$ cat config.mk
export PLATFORM = sky130hd
export DESIGN_NAME = pwr_sequencer
export DESIGN_NICKNAME = d
export VERILOG_FILES = /design/src/rtl/pwrseq_pkg.sv /design/src/rtl/pwrseq_rom.sv /design/src/rtl/pwrseq_delay.sv /design/src/rtl/pwr_sequencer.sv
export SDC_FILE = /design/constraint.sdc
export NUM_CORES = 1
export LEC_CHECK = 0
export BUFFER_PORTS_ARGS = -buffer_cell sky130_fd_sc_hd__buf_2
export CORE_MARGIN = 2
export CORE_UTILIZATION = 42
export CTS_BUF_LIST = sky130_fd_sc_hd__clkbuf_2 sky130_fd_sc_hd__clkbuf_4 sky130_fd_sc_hd__clkbuf_8
export CTS_CLUSTER_DIAMETER = 30
export DETAILED_ROUTE_END_ITERATION = 10
export PLACE_DENSITY = 0.91
export SYNTH_ARGS = -nofsm -noshare
export SYNTH_HDL_FRONTEND = slang
export SYNTH_SLANG_ARGS = --single-unit
$ cat constraint.sdc
create_clock -name clk -period 4.4 [get_ports clk]
set_clock_uncertainty 0.1 [all_clocks]
set_input_delay 0.88 -clock clk [delete_from_list [all_inputs] [get_ports clk]]
set_output_delay 0.88 -clock clk [all_outputs]
set_load 0.01 [all_outputs]
$ cat src/rtl/pwrseq_pkg.sv
package pwrseq_pkg;
    parameter int OFS_W  = 16;
    parameter int CUT_W  = 4;
    parameter int FAB_W  = 2;
    parameter int INTF_W = 3;
    parameter int DATA_W = 8;

    typedef enum logic [1:0] {
        CMD_WRITE = 2'd0,
        CMD_POLL  = 2'd1,
        CMD_DELAY = 2'd2,
        CMD_END   = 2'd3
    } cmd_e;

    typedef struct packed {
        logic [OFS_W-1:0]  offset;
        logic [CUT_W-1:0]  cut_msk;
        logic [FAB_W-1:0]  fab_msk;
        logic [INTF_W-1:0] intf_msk;
        logic              space;
        cmd_e              cmd;
        logic [DATA_W-1:0] bmask;
        logic [DATA_W-1:0] value;
    } entry_t;

    localparam int ENTRY_W = $bits(entry_t);
endpackage

$ cat src/rtl/pwrseq_rom.sv
// Command ROM with qualifier match.
// Purpose : holds DEPTH entries unpacked from a flat parameter image and
//           reports whether the addressed entry applies to the configured
//           interface, cut and fab.
// Assumes : configuration inputs are one-hot; out-of-range indices read as
//           an all-ones entry, which decodes as an end command.
module pwrseq_rom #(
    parameter int DEPTH = 16,
    parameter int IDX_W = $clog2(DEPTH),
    parameter logic [DEPTH*pwrseq_pkg::ENTRY_W-1:0] ROM_IMAGE = '1
) (
    input  logic [IDX_W-1:0]              idx,
    input  logic [pwrseq_pkg::INTF_W-1:0] cfg_intf,
    input  logic [pwrseq_pkg::CUT_W-1:0]  cfg_cut,
    input  logic [pwrseq_pkg::FAB_W-1:0]  cfg_fab,
    output pwrseq_pkg::entry_t            ent,
    output logic                          hit
);
    import pwrseq_pkg::*;

    entry_t table_q [DEPTH];

    for (genvar i = 0; i < DEPTH; i++) begin : g_slot
        assign table_q[i] = ROM_IMAGE[i*ENTRY_W +: ENTRY_W];
    end

    // Entry lookup with range guard.
    always_comb begin
        if (32'(idx) < DEPTH) ent = table_q[idx];
        else                  ent = '1;
    end

    // Qualifier match: every mask must overlap its configuration.
    always_comb begin
        hit = (|(ent.intf_msk & cfg_intf)) &&
              (|(ent.cut_msk  & cfg_cut))  &&
              (|(ent.fab_msk  & cfg_fab));
    end
endmodule

$ cat src/rtl/pwrseq_delay.sv
// Delay timer.
// Purpose : counts down N microseconds or milliseconds after a load pulse,
//           using a prescaler that restarts on load so the wait is cycle-exact.
// Assumes : CLK_MHZ cycles form one microsecond; US_PER_MS microseconds form
//           one millisecond; load is a single-cycle pulse.
module pwrseq_delay #(
    parameter int CLK_MHZ   = 125,
    parameter int US_PER_MS = 1000,
    parameter int CNT_W     = 7
) (
    input  logic             clk,
    input  logic             rst_n,
    input  logic             load,
    input  logic             unit_ms,
    input  logic [CNT_W-1:0] count,
    output logic             expired
);
    localparam int PRE_W = (CLK_MHZ   > 1) ? $clog2(CLK_MHZ)   : 1;
    localparam int SUB_W = (US_PER_MS > 1) ? $clog2(US_PER_MS) : 1;

    logic [CNT_W-1:0] rem;
    logic [PRE_W-1:0] pre;
    logic [SUB_W-1:0] sub;
    logic             ms_q;

    // Load, then prescale and count down the remaining units.
    always_ff @(posedge clk) begin
        if (!rst_n) begin
            rem  <= '0;
            pre  <= '0;
            sub  <= '0;
            ms_q <= 1'b0;
        end else if (load) begin
            rem  <= count;
            pre  <= '0;
            sub  <= '0;
            ms_q <= unit_ms;
        end else if (rem != '0) begin
            if (pre == PRE_W'(CLK_MHZ - 1)) begin
                pre <= '0;
                if (!ms_q || sub == SUB_W'(US_PER_MS - 1)) begin
                    sub <= '0;
                    rem <= rem - 1'b1;
                end else begin
                    sub <= sub + 1'b1;
                end
            end else begin
                pre <= pre + 1'b1;
            end
        end
    end

    assign expired = (rem == '0);


    rem_step_chk: assert property (@(posedge clk) disable iff (!rst_n)
        (!load && rem != '0) |=> (rem == $past(rem) || rem == $past(rem) - 1'b1));
endmodule

$ cat src/rtl/pwr_sequencer.sv
// Table-driven register power sequencer (top).
// Purpose : runs one transition flow from the command ROM, entry by entry,
//           issuing masked read-modify-writes, polls and timed delays on a
//           byte-wide request/acknowledge register bus.
// Assumes : FLOWS >= 2; FLOW_BASE holds one IDX_W base index per flow;
//           the bus completes an access in the cycle bus_ack is high, and a
//           request still high in the next cycle is a new access.
module pwr_sequencer #(
    parameter int CLK_MHZ   = 125,
    parameter int US_PER_MS = 1000,
    parameter int DEPTH     = 16,
    parameter int FLOWS     = 4,
    parameter int TO_W      = 16,
    parameter logic [DEPTH*pwrseq_pkg::ENTRY_W-1:0] ROM_IMAGE = '1,
    parameter logic [FLOWS*$clog2(DEPTH)-1:0]       FLOW_BASE = '0
) (
    input  logic                          clk,
    input  logic                          rst_n,
    input  logic                          start,
    input  logic [$clog2(FLOWS)-1:0]      flow_sel,
    input  logic [pwrseq_pkg::INTF_W-1:0] cfg_intf,
    input  logic [pwrseq_pkg::CUT_W-1:0]  cfg_cut,
    input  logic [pwrseq_pkg::FAB_W-1:0]  cfg_fab,
    input  logic [TO_W-1:0]               poll_limit,
    output logic                          busy,
    output logic                          done,
    output logic                          error,
    output logic                          bus_req,
    output logic                          bus_we,
    output logic                          bus_space,
    output logic [pwrseq_pkg::OFS_W-1:0]  bus_addr,
    output logic [pwrseq_pkg::DATA_W-1:0] bus_wdata,
    input  logic                          bus_ack,
    input  logic [pwrseq_pkg::DATA_W-1:0] bus_rdata
);
    import pwrseq_pkg::*;

    localparam int IDX_W  = $clog2(DEPTH);
    localparam int CNT_W  = DATA_W - 1;

    typedef enum logic [2:0] {
        S_IDLE, S_FETCH, S_WRD, S_WWR, S_PRD, S_DLY
    } state_e;

    state_e           state;
    logic [IDX_W-1:0] idx;
    logic [TO_W-1:0]  ptime;
    entry_t           ent;
    logic             hit;
    logic             dly_load;
    logic             dly_expired;
    logic             at_last;
    logic             poll_match;
    logic [IDX_W-1:0] flow_base;

    pwrseq_rom #(
        .DEPTH     (DEPTH),
        .IDX_W     (IDX_W),
        .ROM_IMAGE (ROM_IMAGE)
    ) u_rom (
        .idx      (idx),
        .cfg_intf (cfg_intf),
        .cfg_cut  (cfg_cut),
        .cfg_fab  (cfg_fab),
        .ent      (ent),
        .hit      (hit)
    );

    pwrseq_delay #(
        .CLK_MHZ   (CLK_MHZ),
        .US_PER_MS (US_PER_MS),
        .CNT_W     (CNT_W)
    ) u_delay (
        .clk     (clk),
        .rst_n   (rst_n),
        .load    (dly_load),
        .unit_ms (ent.value[DATA_W-1]),
        .count   (ent.value[CNT_W-1:0]),
        .expired (dly_expired)
    );

    // Decode helpers for the sequencing process.
    always_comb begin
        flow_base  = FLOW_BASE[flow_sel*IDX_W +: IDX_W];
        at_last    = (idx == IDX_W'(DEPTH - 1));
        poll_match = ((bus_rdata & ent.bmask) == ent.value);
        dly_load   = (state == S_FETCH) && (ent.cmd == CMD_DELAY) && hit;
    end

    // Main sequencing state machine and bus request registers.
    always_ff @(posedge clk) begin
        if (!rst_n) begin
            state     <= S_IDLE;
            idx       <= '0;
            ptime     <= '0;
            done      <= 1'b0;
            error     <= 1'b0;
            bus_req   <= 1'b0;
            bus_we    <= 1'b0;
            bus_space <= 1'b0;
            bus_addr  <= '0;
            bus_wdata <= '0;
        end else begin
            case (state)
                S_IDLE: begin
                    if (start) begin
                        idx   <= flow_base;
                        done  <= 1'b0;
                        error <= 1'b0;
                        state <= S_FETCH;
                    end
                end
                S_FETCH: begin
                    if (ent.cmd == CMD_END) begin
                        done  <= 1'b1;
                        state <= S_IDLE;
                    end else if (!hit || ent.cmd == CMD_DELAY) begin
                        if (hit) begin
                            state <= S_DLY;
                        end else if (at_last) begin
                            error <= 1'b1;
                            done  <= 1'b1;
                            state <= S_IDLE;
                        end else begin
                            idx <= idx + 1'b1;
                        end
                    end else begin
                        bus_req   <= 1'b1;
                        bus_we    <= 1'b0;
                        bus_space <= ent.space;
                        bus_addr  <= ent.offset;
                        ptime     <= '0;
                        state     <= (ent.cmd == CMD_POLL) ? S_PRD : S_WRD;
                    end
                end
                S_WRD: begin
                    if (bus_ack) begin
                        bus_we    <= 1'b1;
                        bus_wdata <= (bus_rdata & ~ent.bmask) | (ent.value & ent.bmask);
                        state     <= S_WWR;
                    end
                end
                S_WWR: begin
                    if (bus_ack) begin
                        bus_req <= 1'b0;
                        bus_we  <= 1'b0;
                        if (at_last) begin
                            error <= 1'b1;
                            done  <= 1'b1;
                            state <= S_IDLE;
                        end else begin
                            idx   <= idx + 1'b1;
                            state <= S_FETCH;
                        end
                    end
                end
                S_PRD: begin
                    if (ptime != '1) ptime <= ptime + 1'b1;
                    if (bus_ack) begin
                        if (poll_match) begin
                            bus_req <= 1'b0;
                            if (at_last) begin
                                error <= 1'b1;
                                done  <= 1'b1;
                                state <= S_IDLE;
                            end else begin
                                idx   <= idx + 1'b1;
                                state <= S_FETCH;
                            end
                        end else if (ptime >= poll_limit) begin
                            bus_req <= 1'b0;
                            error   <= 1'b1;
                            done    <= 1'b1;
                            state   <= S_IDLE;
                        end
                    end
                end
                S_DLY: begin
                    if (dly_expired) begin
                        if (at_last) begin
                            error <= 1'b1;
                            done  <= 1'b1;
                            state <= S_IDLE;
                        end else begin
                            idx   <= idx + 1'b1;
                            state <= S_FETCH;
                        end
                    end
                end
                default: state <= S_IDLE;
            endcase
        end
    end

    assign busy = (state != S_IDLE);


    req_hold_chk: assert property (@(posedge clk) disable iff (!rst_n)
        (bus_req && !bus_ack) |=> (bus_req && $stable(bus_addr) && $stable(bus_we)
                                   && $stable(bus_space) && $stable(bus_wdata)));

    err_done_chk: assert property (@(posedge clk) disable iff (!rst_n)
        error |-> done);

    done_idle_chk: assert property (@(posedge clk) disable iff (!rst_n)
        done |-> !busy);

    skip_quiet_chk: assert property (@(posedge clk) disable iff (!rst_n)
        (state == S_FETCH && !hit && ent.cmd != CMD_END) |=> !bus_req);

    dly_quiet_chk: assert property (@(posedge clk) disable iff (!rst_n)
        (state == S_DLY) |-> !bus_req);

    start_take_chk: assert property (@(posedge clk) disable iff (!rst_n)
        (!busy && start) |=> busy);
endmodule

==> results of run 1 <==
==> flip-flops by register name, summed over array words and instances, names as in the netlist <==
name and flops:
bus_we 1, state 2, bus_req 1, idx 4, done 1, bus_wdata 1
error 1
==> Yosys cell counts, drive strengths merged <==
cell and number:
or3 2, o21ai 1, nor3 3, dfxtp 11
nand3 4, buf 25, mux2i 2, nand2b 2
or2b 1, or4 2, o21ba 1, and2b 1
and3 1, nand2 10, clkbuf 1, a31oi 2
nor3b 1, o211a 1, ha 6, a21oi 3
inv 4, a41oi 1, nor2b 1, a22oi 2
o31ai 1, nor2 5, conb 1, a21o 1
o211ai 1, o32ai 1
==> worst max path at each step <==
| stage | from | end | depth (start not counted) |
|---|---|---|---|
| 3_5_place_dp | bus_ack | idx[3] | 5 |
| 3_3_place_gp | bus_ack | error | 5 |
| 4_1_cts | state[1] | busy | 4 |
| 6_report | state[1] | busy | 4 |
| 5_1_grt | state[1] | busy | 4 |
| 2_1_floorplan | start | idx[3] | 4 |
==> area by class of cell <==
cell class / instances / share of cell area, %
Multi-Input combinational cell: 73 / 54.9
Timing Repair Buffer: 16 / 9.52
Tap cell: 27 / 4.02
Inverter: 4 / 1.79
Sequential cell: 11 / 26.2
Clock buffer: 4 / 3.57
==> power by group through the flow <==
stage                     Sequential [mW]  Combinational (mW)  Clock [mW]
final                               0.102              0.0360      0.0751
after global routing                0.102              0.0406      0.0835
after detailed placement            0.105              0.0359           0
after floorplan                     0.105              0.0398           0
after global placement              0.104              0.0349           0
after CTS                           0.102              0.0360      0.0772
==> worst reg2reg max path: stages, from the launching register on <==
cell,delay (ns)
dfxtp_1,0.45
inv_1,0.12
ha_1,0.29
nor2_2,0.19
nand3_4,0.10
or4_1,0.47
a21oi_1,0.14
==> routing by layer <==
layer | track usage [%] | vias to the layer above | wire [um]
met5 | 0 | - | 0
met3 | 4.32 | 4 | 129
met1 | 16.1 | 288 | 584
li1 | - | 316 | -
met4 | 7.14 | 0 | 20
met2 | 18.5 | 34 | 614
==> kinds of logic (layout without fill, tap and decap cells) <==
group                    count (synthesis)  in the layout
buffers and inverters                   30             24
adder cells (fa/ha/maj)                  6              6
multiplexers                             2              2
AND/OR/NAND/NOR                         33             33
other                                    1             17
flip-flops                              11             11
AO/OA/AOI/OAI                           15             15
==> out/metrics.yaml, run 1 <==
synthXorXnorAreaFrac_pct: 0
clockBufferDepth: 2
first_global_vias: 519
drv_cap: 0
yosys_warnings: 0
status: "complete, no violations"
drc_errors: 0
power_density_nw_per_um2: 254
crit_type: "flip-flop to output port"
worstPathArrival_ns: 1.21
synth_simple_gate_area_share_pct: 23.4
finalWorstSetupSlack_ns: 2.21
gp_congestion: 0.769
clk_latency_ns: 0.26
path_buf_inv: 3
place_ws_ns: 2.37
syn_inst: 98
chipHeight_um: 48.4
p_sw_share_pct: 27.2
postCtsSetupBuffers: 0
finalSetupTns_ns: 0
seq_area_sq_um: 220
worstHoldEndpoint: "bus_req"
synthAdderAreaFrac_pct: 9.06
fmax_ghz: 0.456
cts_sinks: 11
required_ns: 3.42
clkTransAtPathRegs_ns: 0.07
grt_pass1_wl_um: 2260
first_pass_iters: 4
synthMuxAreaShare_pct: 2.42
port_buffers: 16
fillers: 211
syn_area_per_cell_sq_um: 8.45
slowest_delay_ns: 0.45
min_from: "bus_req"
internal-power_mw: 0.155
grt_overflow: 0
clock_power_share_pct: 35.2
antenna_found_initial: 0
area_growth_pct: 1.51
postCtsHoldBufs: 0
synth_compound_area_share_pct: 13.1
finalCriticalPeriod_ns: 2.19
setup_viol: 0
path_delay_family: "flip-flops"
fin_util_pct: 44.2
n_antenna_cell: 0
power.switching_mw: 0.0580
yosysTopAreaCell: "dfxtp_1"
syn_area_sq_um: 828
crit_top_cell: "inv_1"
cp-end-kind: "output port"
rsz0062_at_grt: "false"
ys_seq_elements: 11
drtIter0Drc: 15
worst_hold_path.num_cells: 1
rr_startpoint: "state[1]"
mostFrequentLayoutCell: "conb_1"
grt_max_degree: 11
cts_made_buffers: 3
die_w_um: 48.4
synth_cell_types: 33
reg2reg_depth: 6
wl_per_cell_um: 9.99
p_comb_share_pct: 16.9
synth_top_area_share_pct: 26.6
final_cell_mix: "conb_1 (17), buf_2 (16), dfxtp_1 (11), nand2_1 (10), ha_1 (6)"
dpl.hpwl_um: 1080
place_inst: 131
via_per_inst: 4.76
worstPathCellList: "inv_1, ha_1, inv_1, buf_2"
grt_util_all_layers_pct: 12.6
layout.nets: 154
die_area_sq_um: 2340
core-area_sq_um: 1900
h-tree-depth: 1
stdcell_area_sq_um: 841
power.leakage_nw: 0.433
hold_viol_final: 0
post-layout-total-power_mw: 0.213
startpoint_type: "flip-flop"
worst-path-max-fanout: 7
cts_tree: "yes"
cpMaxStageDelayCell: "dfxtp_1"
place_area_sq_um: 811
min-delay-path-class: "flip-flop to flip-flop"
synth_top_family_by_area: "buffers and inverters"
ir_worst_vdd_mv: 0.124
initial_core_util_pct: 43.6
multi_input_comb_area_sq_um: 462
pin_count: 69
r2r_end: "idx[3]"
drive_above_1_share_pct: 25.0
pwr-share-seq_pct: 47.9
whs_ns: 0.379
post_cts_resize_count: 0
slew_violations: 0
yosysSeqAreaShare_pct: 26.6
cts_root_buffer: "clkbuf_4"
drtAntennaViolNets: 0
fin_crit_sh_pct: 49.9
vias: 642
final_cells: 135
wirelength_um: 1350
reg2reg_slack_ns: 2.48
rows: 16
synth_area_leaders: "dfxtp_1 (27%), buf_4 (23%), ha_1 (9.1%)"
(Power assumes the default switching activity.)
==> run 2: changes to the inputs <==
--- a/config.mk
+++ b/config.mk
@@ -7,11 +7,11 @@
 export LEC_CHECK = 0
 export BUFFER_PORTS_ARGS = -buffer_cell sky130_fd_sc_hd__buf_2
 export CORE_MARGIN = 2
-export CORE_UTILIZATION = 42
+export CORE_UTILIZATION = 36
 export CTS_BUF_LIST = sky130_fd_sc_hd__clkbuf_2 sky130_fd_sc_hd__clkbuf_4 sky130_fd_sc_hd__clkbuf_8
 export CTS_CLUSTER_DIAMETER = 30
 export DETAILED_ROUTE_END_ITERATION = 10
-export PLACE_DENSITY = 0.91
+export PLACE_DENSITY = 0.84
 export SYNTH_ARGS = -nofsm -noshare
 export SYNTH_HDL_FRONTEND = slang
 export SYNTH_SLANG_ARGS = --single-unit
==> constraint.sdc (replaced) <==
create_clock -name clk -period 1.9 [get_ports clk]
set_clock_uncertainty 0.1 [all_clocks]
set_input_delay 0.38 -clock clk [delete_from_list [all_inputs] [get_ports clk]]
set_output_delay 0.38 -clock clk [all_outputs]
set_load 0.01 [all_outputs]
==> out/metrics.yaml, run 2 (synthesized netlist as in run 1, its figures left out) <==
status: "complete, no violations"
grt_overflow: 0  # unchanged
drv_cap: 0  # unchanged
first_global_vias: 606  # +17%
slowest_delay_ns: 0.48  # +0.03 ns
cts_tree: "yes"
cpMaxStageDelayCell: "or4_1"
grt_util_all_layers_pct: 12.0  # -0.59 points
h-tree-depth: 1  # unchanged
required_ns: 2.01  # -1.41 ns
worstPathCellList: "inv_1, ha_1, or2b_4, nand3_4, or4_1, a21oi_1"
path_buf_inv: 1  # -2
clk_latency_ns: 0.28  # +0.02 ns
worstHoldEndpoint: "error"
drtAntennaViolNets: 0  # unchanged
path_delay_family: "simple AND/OR/NAND/NOR gates"
antenna_found_initial: 0  # unchanged
largest_register: "idx"
cts_sinks: 11  # unchanged
ir_worst_vdd_mv: 0.167  # +34%
min_from: "rst_n"
gp_congestion: 0.821  # +6.8%
pin_count: 69  # unchanged
core-area_sq_um: 2190  # +15%
rsz0062_at_grt: "false"
cp-end-kind: "flip-flop"
final_cell_mix: "conb_1 (17), buf_2 (16), nand2_1 (10), dfxtp_1 (10), ha_1 (6)"
reg2reg_depth: 6  # unchanged
cts_made_buffers: 3  # unchanged
finalSetupTns_ns: 0  # unchanged
area_growth_pct: 4.53
wl_per_cell_um: 10.6  # +5.6%
n_antenna_cell: 0  # unchanged
setup_viol: 0  # unchanged
worstPathArrival_ns: 1.93  # +0.72 ns
via_per_inst: 4.88  # +2.7%
finalWorstSetupSlack_ns: 0.0790  # -2.13 ns
power_density_nw_per_um2: 590  # +130%
largestRegisters: "idx: 4 flops, state: 2 flops"
cts_root_buffer: "clkbuf_4"
die_w_um: 52.0  # +7.3%
grt_max_degree: 11  # unchanged
wirelength_um: 1470  # +8.7%
finalCriticalPeriod_ns: 1.82
fin_crit_sh_pct: 95.8
startpoint_type: "flip-flop"
r2r_end: "idx[3]"
drtIter0Drc: 18  # +3
mostFrequentLayoutCell: "conb_1"
layout.nets: 157  # +1.9%
clkTransAtPathRegs_ns: 0.08  # about the same
drive_above_1_share_pct: 27.9  # +2.9 points
postCtsSetupBuffers: 0  # unchanged
worst-path-max-fanout: 6  # -1
slew_violations: 0  # unchanged
initial_core_util_pct: 37.8  # -5.7 points
place_ws_ns: 0.0457  # -2.33 ns
chipHeight_um: 52.0  # +7.3%
drc_errors: 0  # unchanged
power.leakage_nw: 0.449  # +3.6%
min-delay-path-class: "primary input to flip-flop"
rr_startpoint: "state[0]"
rows: 17  # +1
clockBufferDepth: 2  # unchanged
grt_pass1_wl_um: 2370  # +4.9%
reg2reg_slack_ns: 0.08  # -2.40 ns
fmax_ghz: 0.549
fillers: 224  # +6.2%
port_buffers: 16  # unchanged
crit_type: "flip-flop to flip-flop"
largest_reg_flops: 4  # unchanged
die_area_sq_um: 2700  # +15%
vias: 679  # +5.8%
first_pass_iters: 4  # unchanged
dpl.hpwl_um: 1130  # +4.4%
worst_hold_path.num_cells: 2  # +1
hold_viol_final: 0  # unchanged
[run 2: changes by cell type in the layout (fill, tap and decap cells not counted), sizes merged]
cell  delta
buf      +3
[run 2: power breakdown]
part,leakage [nW],switching (mW),internal [mW]
Sequential,0.0892,0.00341,0.234
Combinational,0.341,0.0552,0.0349
Clock,0.0184,0.0874,0.0958
[run 2: metrics by stage]
step                      area [sq um]  total power [mW]  utilization (%)  hold WS, ns  cells
final                              866             0.511             39.5        0.322    139
after global routing               866             0.539             39.5        0.327    139
after CTS                          865             0.513             39.5        0.316    139
after detailed placement           835             0.331             38.1        0.368    135
after global placement             835             0.328             38.1        0.361    135
after floorplan                    888             0.334                -        0.352    114
[run 2: cell type report]
cell class | instances | area, sq um | share of cell area [%]
Timing Repair Buffer | 19 | 103 | 11.8
Clock buffer | 4 | 30.0 | 3.47
Sequential cell | 11 | 221 | 25.6
Tap cell | 28 | 35.0 | 4.05
Multi-Input combinational cell | 73 | 462 | 53.3
Inverter | 4 | 15.0 | 1.73
[run 2: worst max path at each step]
| stage | startpoint | endpoint | slack [ns] | depth (start not counted) |
|---|---|---|---|---|
| 3_3_place_gp | state[0] | idx[3] | 0.13 | 6 |
| 5_1_grt | state[0] | idx[3] | 0.004 | 6 |
| 6_report | state[0] | idx[3] | 0.08 | 6 |
| 3_5_place_dp | state[0] | idx[3] | 0.05 | 6 |
| 2_1_floorplan | state[1] | idx[3] | 0.18 | 6 |
| 4_1_cts | state[0] | idx[3] | 0.02 | 6 |
[run 2: routing by layer]
layer  global-route usage (%)  up-vias  wire length [um]
met3                     3.45        2               114
met4                     7.02        0                12
met1                     13.4      322               615
met2                     20.0       33               725
met5                        0        -                 0
li1                         -      322                 -
[run 2: worst reg2reg max path: cells and delay by family, from the launching register on]
family          cells  cell delay [ns]
simple gates        3             0.81
flops               1             0.37
fa+ha+maj           1             0.22
compound gates      1             0.16
buf+inv             1             0.09
[run 2: what timing repair did]
| action | in CTS | in global routing |
|---|---|---|
| hold buffers | 0 | 0 |
| gates resized for setup | 0 | 1 |
| endpoints found under the setup margin | 0 | 2 |
==> run 3: changes to the inputs <==
--- a/config.mk
+++ b/config.mk
@@ -7,11 +7,12 @@
 export LEC_CHECK = 0
 export BUFFER_PORTS_ARGS = -buffer_cell sky130_fd_sc_hd__buf_2
 export CORE_MARGIN = 2
-export CORE_UTILIZATION = 36
+export CORE_UTILIZATION = 39
 export CTS_BUF_LIST = sky130_fd_sc_hd__clkbuf_2 sky130_fd_sc_hd__clkbuf_4 sky130_fd_sc_hd__clkbuf_8
 export CTS_CLUSTER_DIAMETER = 30
 export DETAILED_ROUTE_END_ITERATION = 10
-export PLACE_DENSITY = 0.84
+export PLACE_DENSITY = 0.86
+export RECOVER_POWER = 25
 export SYNTH_ARGS = -nofsm -noshare
 export SYNTH_HDL_FRONTEND = slang
 export SYNTH_SLANG_ARGS = --single-unit
==> constraint.sdc (replaced) <==
create_clock -name clk -period 1.7 [get_ports clk]
set_clock_uncertainty 0.1 [all_clocks]
set_input_delay 0.34 -clock clk [delete_from_list [all_inputs] [get_ports clk]]
set_output_delay 0.34 -clock clk [all_outputs]
set_load 0.01 [all_outputs]
==> out/metrics.yaml, run 3 (synthesized netlist as in run 1, its figures left out) <==
slew_violations: 0  # unchanged
required_ns: 1.77  # -0.24 ns
cts_sinks: 11  # unchanged
wirelength_um: 1670  # +14%
first_pass_iters: 4  # unchanged
port_buffers: 16  # unchanged
wl_per_cell_um: 11.6  # +9.6%
hold_viol_final: 0  # unchanged
antenna_found_initial: 0  # unchanged
cts_root_buffer: "clkbuf_4"
path_buf_inv: 2  # +1
pin_count: 69  # unchanged
clockBufferDepth: 2  # unchanged
drive_above_1_share_pct: 36.8  # +8.8 points
rsz0062_at_grt: "false"
chipHeight_um: 50.1  # -3.6%
first_global_vias: 603  # -0.50%
n_antenna_cell: 0  # unchanged
h-tree-depth: 1  # unchanged
die_w_um: 50.1  # -3.6%
postCtsHoldBufs: 0  # unchanged
worstPathCellList: "buf_4, ha_2, buf_4, or4_1, o211a_1"
drtAntennaViolNets: 0  # unchanged
crit_top_cell: "buf_4"
cts_made_buffers: 3  # unchanged
cp-end-kind: "flip-flop"
pwr-share-seq_pct: 44.6  # -1.9 points
dpl.hpwl_um: 1170  # +3.9%
finalCriticalPeriod_ns: 1.65  # -0.169 ns
drc_errors: 0  # unchanged
fmax_ghz: 0.605  # +10%
layout.nets: 163  # +3.8%
initial_core_util_pct: 41.8  # +4.0 points
mostFrequentLayoutCell: "conb_1"
crit_type: "flip-flop to flip-flop"
p_comb_share_pct: 20.9  # +3.3 points
clk_latency_ns: 0.28  # about the same
power.leakage_nw: 0.456  # +1.6%
largest_register: "idx"
internal-power_mw: 0.422  # +16%
drtIter0Drc: 10  # -8
post-layout-total-power_mw: 0.593  # +16%
path_delay_family: "simple AND/OR/NAND/NOR gates"
gp_congestion: 0.826  # +0.66%
fin_crit_sh_pct: 97.2  # +1.4 points
drv_cap: 0  # unchanged
status: "complete, no violations"
worst-path-max-fanout: 6  # unchanged
cts_tree: "yes"
vias: 685  # +0.88%
rows: 16  # -1
slowest_delay_ns: 0.50  # +0.02 ns
clkTransAtPathRegs_ns: 0.07  # about the same
grt_pass1_wl_um: 2610  # +10%
power.switching_mw: 0.171  # +17%
core-area_sq_um: 1980  # -9.5%
clock_power_share_pct: 34.5  # -1.4 points
ir_worst_vdd_mv: 0.321  # +93%
power_density_nw_per_um2: 628  # +6.4%
grt_util_all_layers_pct: 14.3  # +2.3 points
min-delay-path-class: "primary input to flip-flop"
worstPathArrival_ns: 1.73  # -0.20 ns
cpMaxStageDelayCell: "or4_1"
via_per_inst: 4.76  # -2.6%
area_growth_pct: 14.0
final_cell_mix: "conb_1 (17), buf_2 (11), nand2_1 (10), dfxtp_1 (9), buf_4 (9)"
largest_reg_flops: 4  # unchanged
die_area_sq_um: 2510  # -7.1%
largestRegisters: "idx: 4 flops, state: 2 flops"
startpoint_type: "flip-flop"
grt_max_degree: 11  # unchanged
fin_util_pct: 47.7  # +8.1 points
setup_viol: 0  # unchanged
p_sw_share_pct: 28.8  # +0.22 points
grt_overflow: 0  # unchanged
-- run 3: changes by cell type in the layout (fill, tap and decap cells not counted), sizes merged --
cell,change
buf,+1
clkbuf,+5
-- run 3: cell type report --
type	count	area, sq um
tap	27	33.8
fill	193	1040
inverter	4	15.0
clock buffer	4	30.0
multi-input combinational	73	502
sequential	11	223
timing repair buffer	25	141
-- run 3: repair_timing --
item / CTS / global route
setup buffers: 1 / 1
setup endpoints to repair: 5 / 5
pin swaps: 1 / 4
resized for setup: 6 / 7
-- run 3: routing by layer --
| layer | track usage [%] | share of wire (%) | up-vias |
|---|---|---|---|
| met4 | 14.4 | 5.2 | 0 |
| met2 | 21.1 | 44 | 40 |
| met3 | 4.24 | 9.7 | 9 |
| li1 | - | - | 333 |
| met1 | 16.0 | 41 | 303 |
| met5 | 0 | 0 | - |
-- run 3: power by group through the flow --
stage / sequential [mW] / clock (mW) / combinational (mW)
after global placement: 0.269 / 0 / 0.105
final: 0.265 / 0.205 / 0.124
after detailed placement: 0.270 / 0 / 0.108
after CTS: 0.264 / 0.210 / 0.115
after floorplan: 0.271 / 0 / 0.103
after global routing: 0.265 / 0.228 / 0.136
-- run 3: metrics by stage --
| stage | cell area (sq um) | instances | TNS, ns | hold WS, ns | setup slack [ns] |
|---|---|---|---|---|---|
| detailed placement | 865 | 138 | -0.226 | 0.365 | -0.0791 |
| floorplan | 890 | 114 | 0 | 0.352 | 0.0129 |
| finish | 945 | 144 | 0 | 0.288 | 0.0475 |
| global route | 945 | 144 | 0 | 0.280 | 0.0111 |
| CTS | 923 | 143 | -0.0146 | 0.283 | -0.0146 |
| global placement | 865 | 138 | 0 | 0.362 | 0.00336 |
-- run 3: path summary, 6_finish.rpt --
path / start / to / depth (start not counted) / slack, ns
min reg2reg: bus_req / bus_req / 1 / 0.38
min: rst_n / error / 2 / 0.29
max: state[0] / error / 5 / 0.05
max reg2reg: state[0] / error / 5 / 0.05
-- run 3: worst reg2reg max path, cell delays in order, from the launching register on --
cell     delay [ns]
dfxtp_2        0.34
buf_4          0.14
ha_2           0.19
buf_4          0.15
or4_1          0.50
o211a_1        0.14
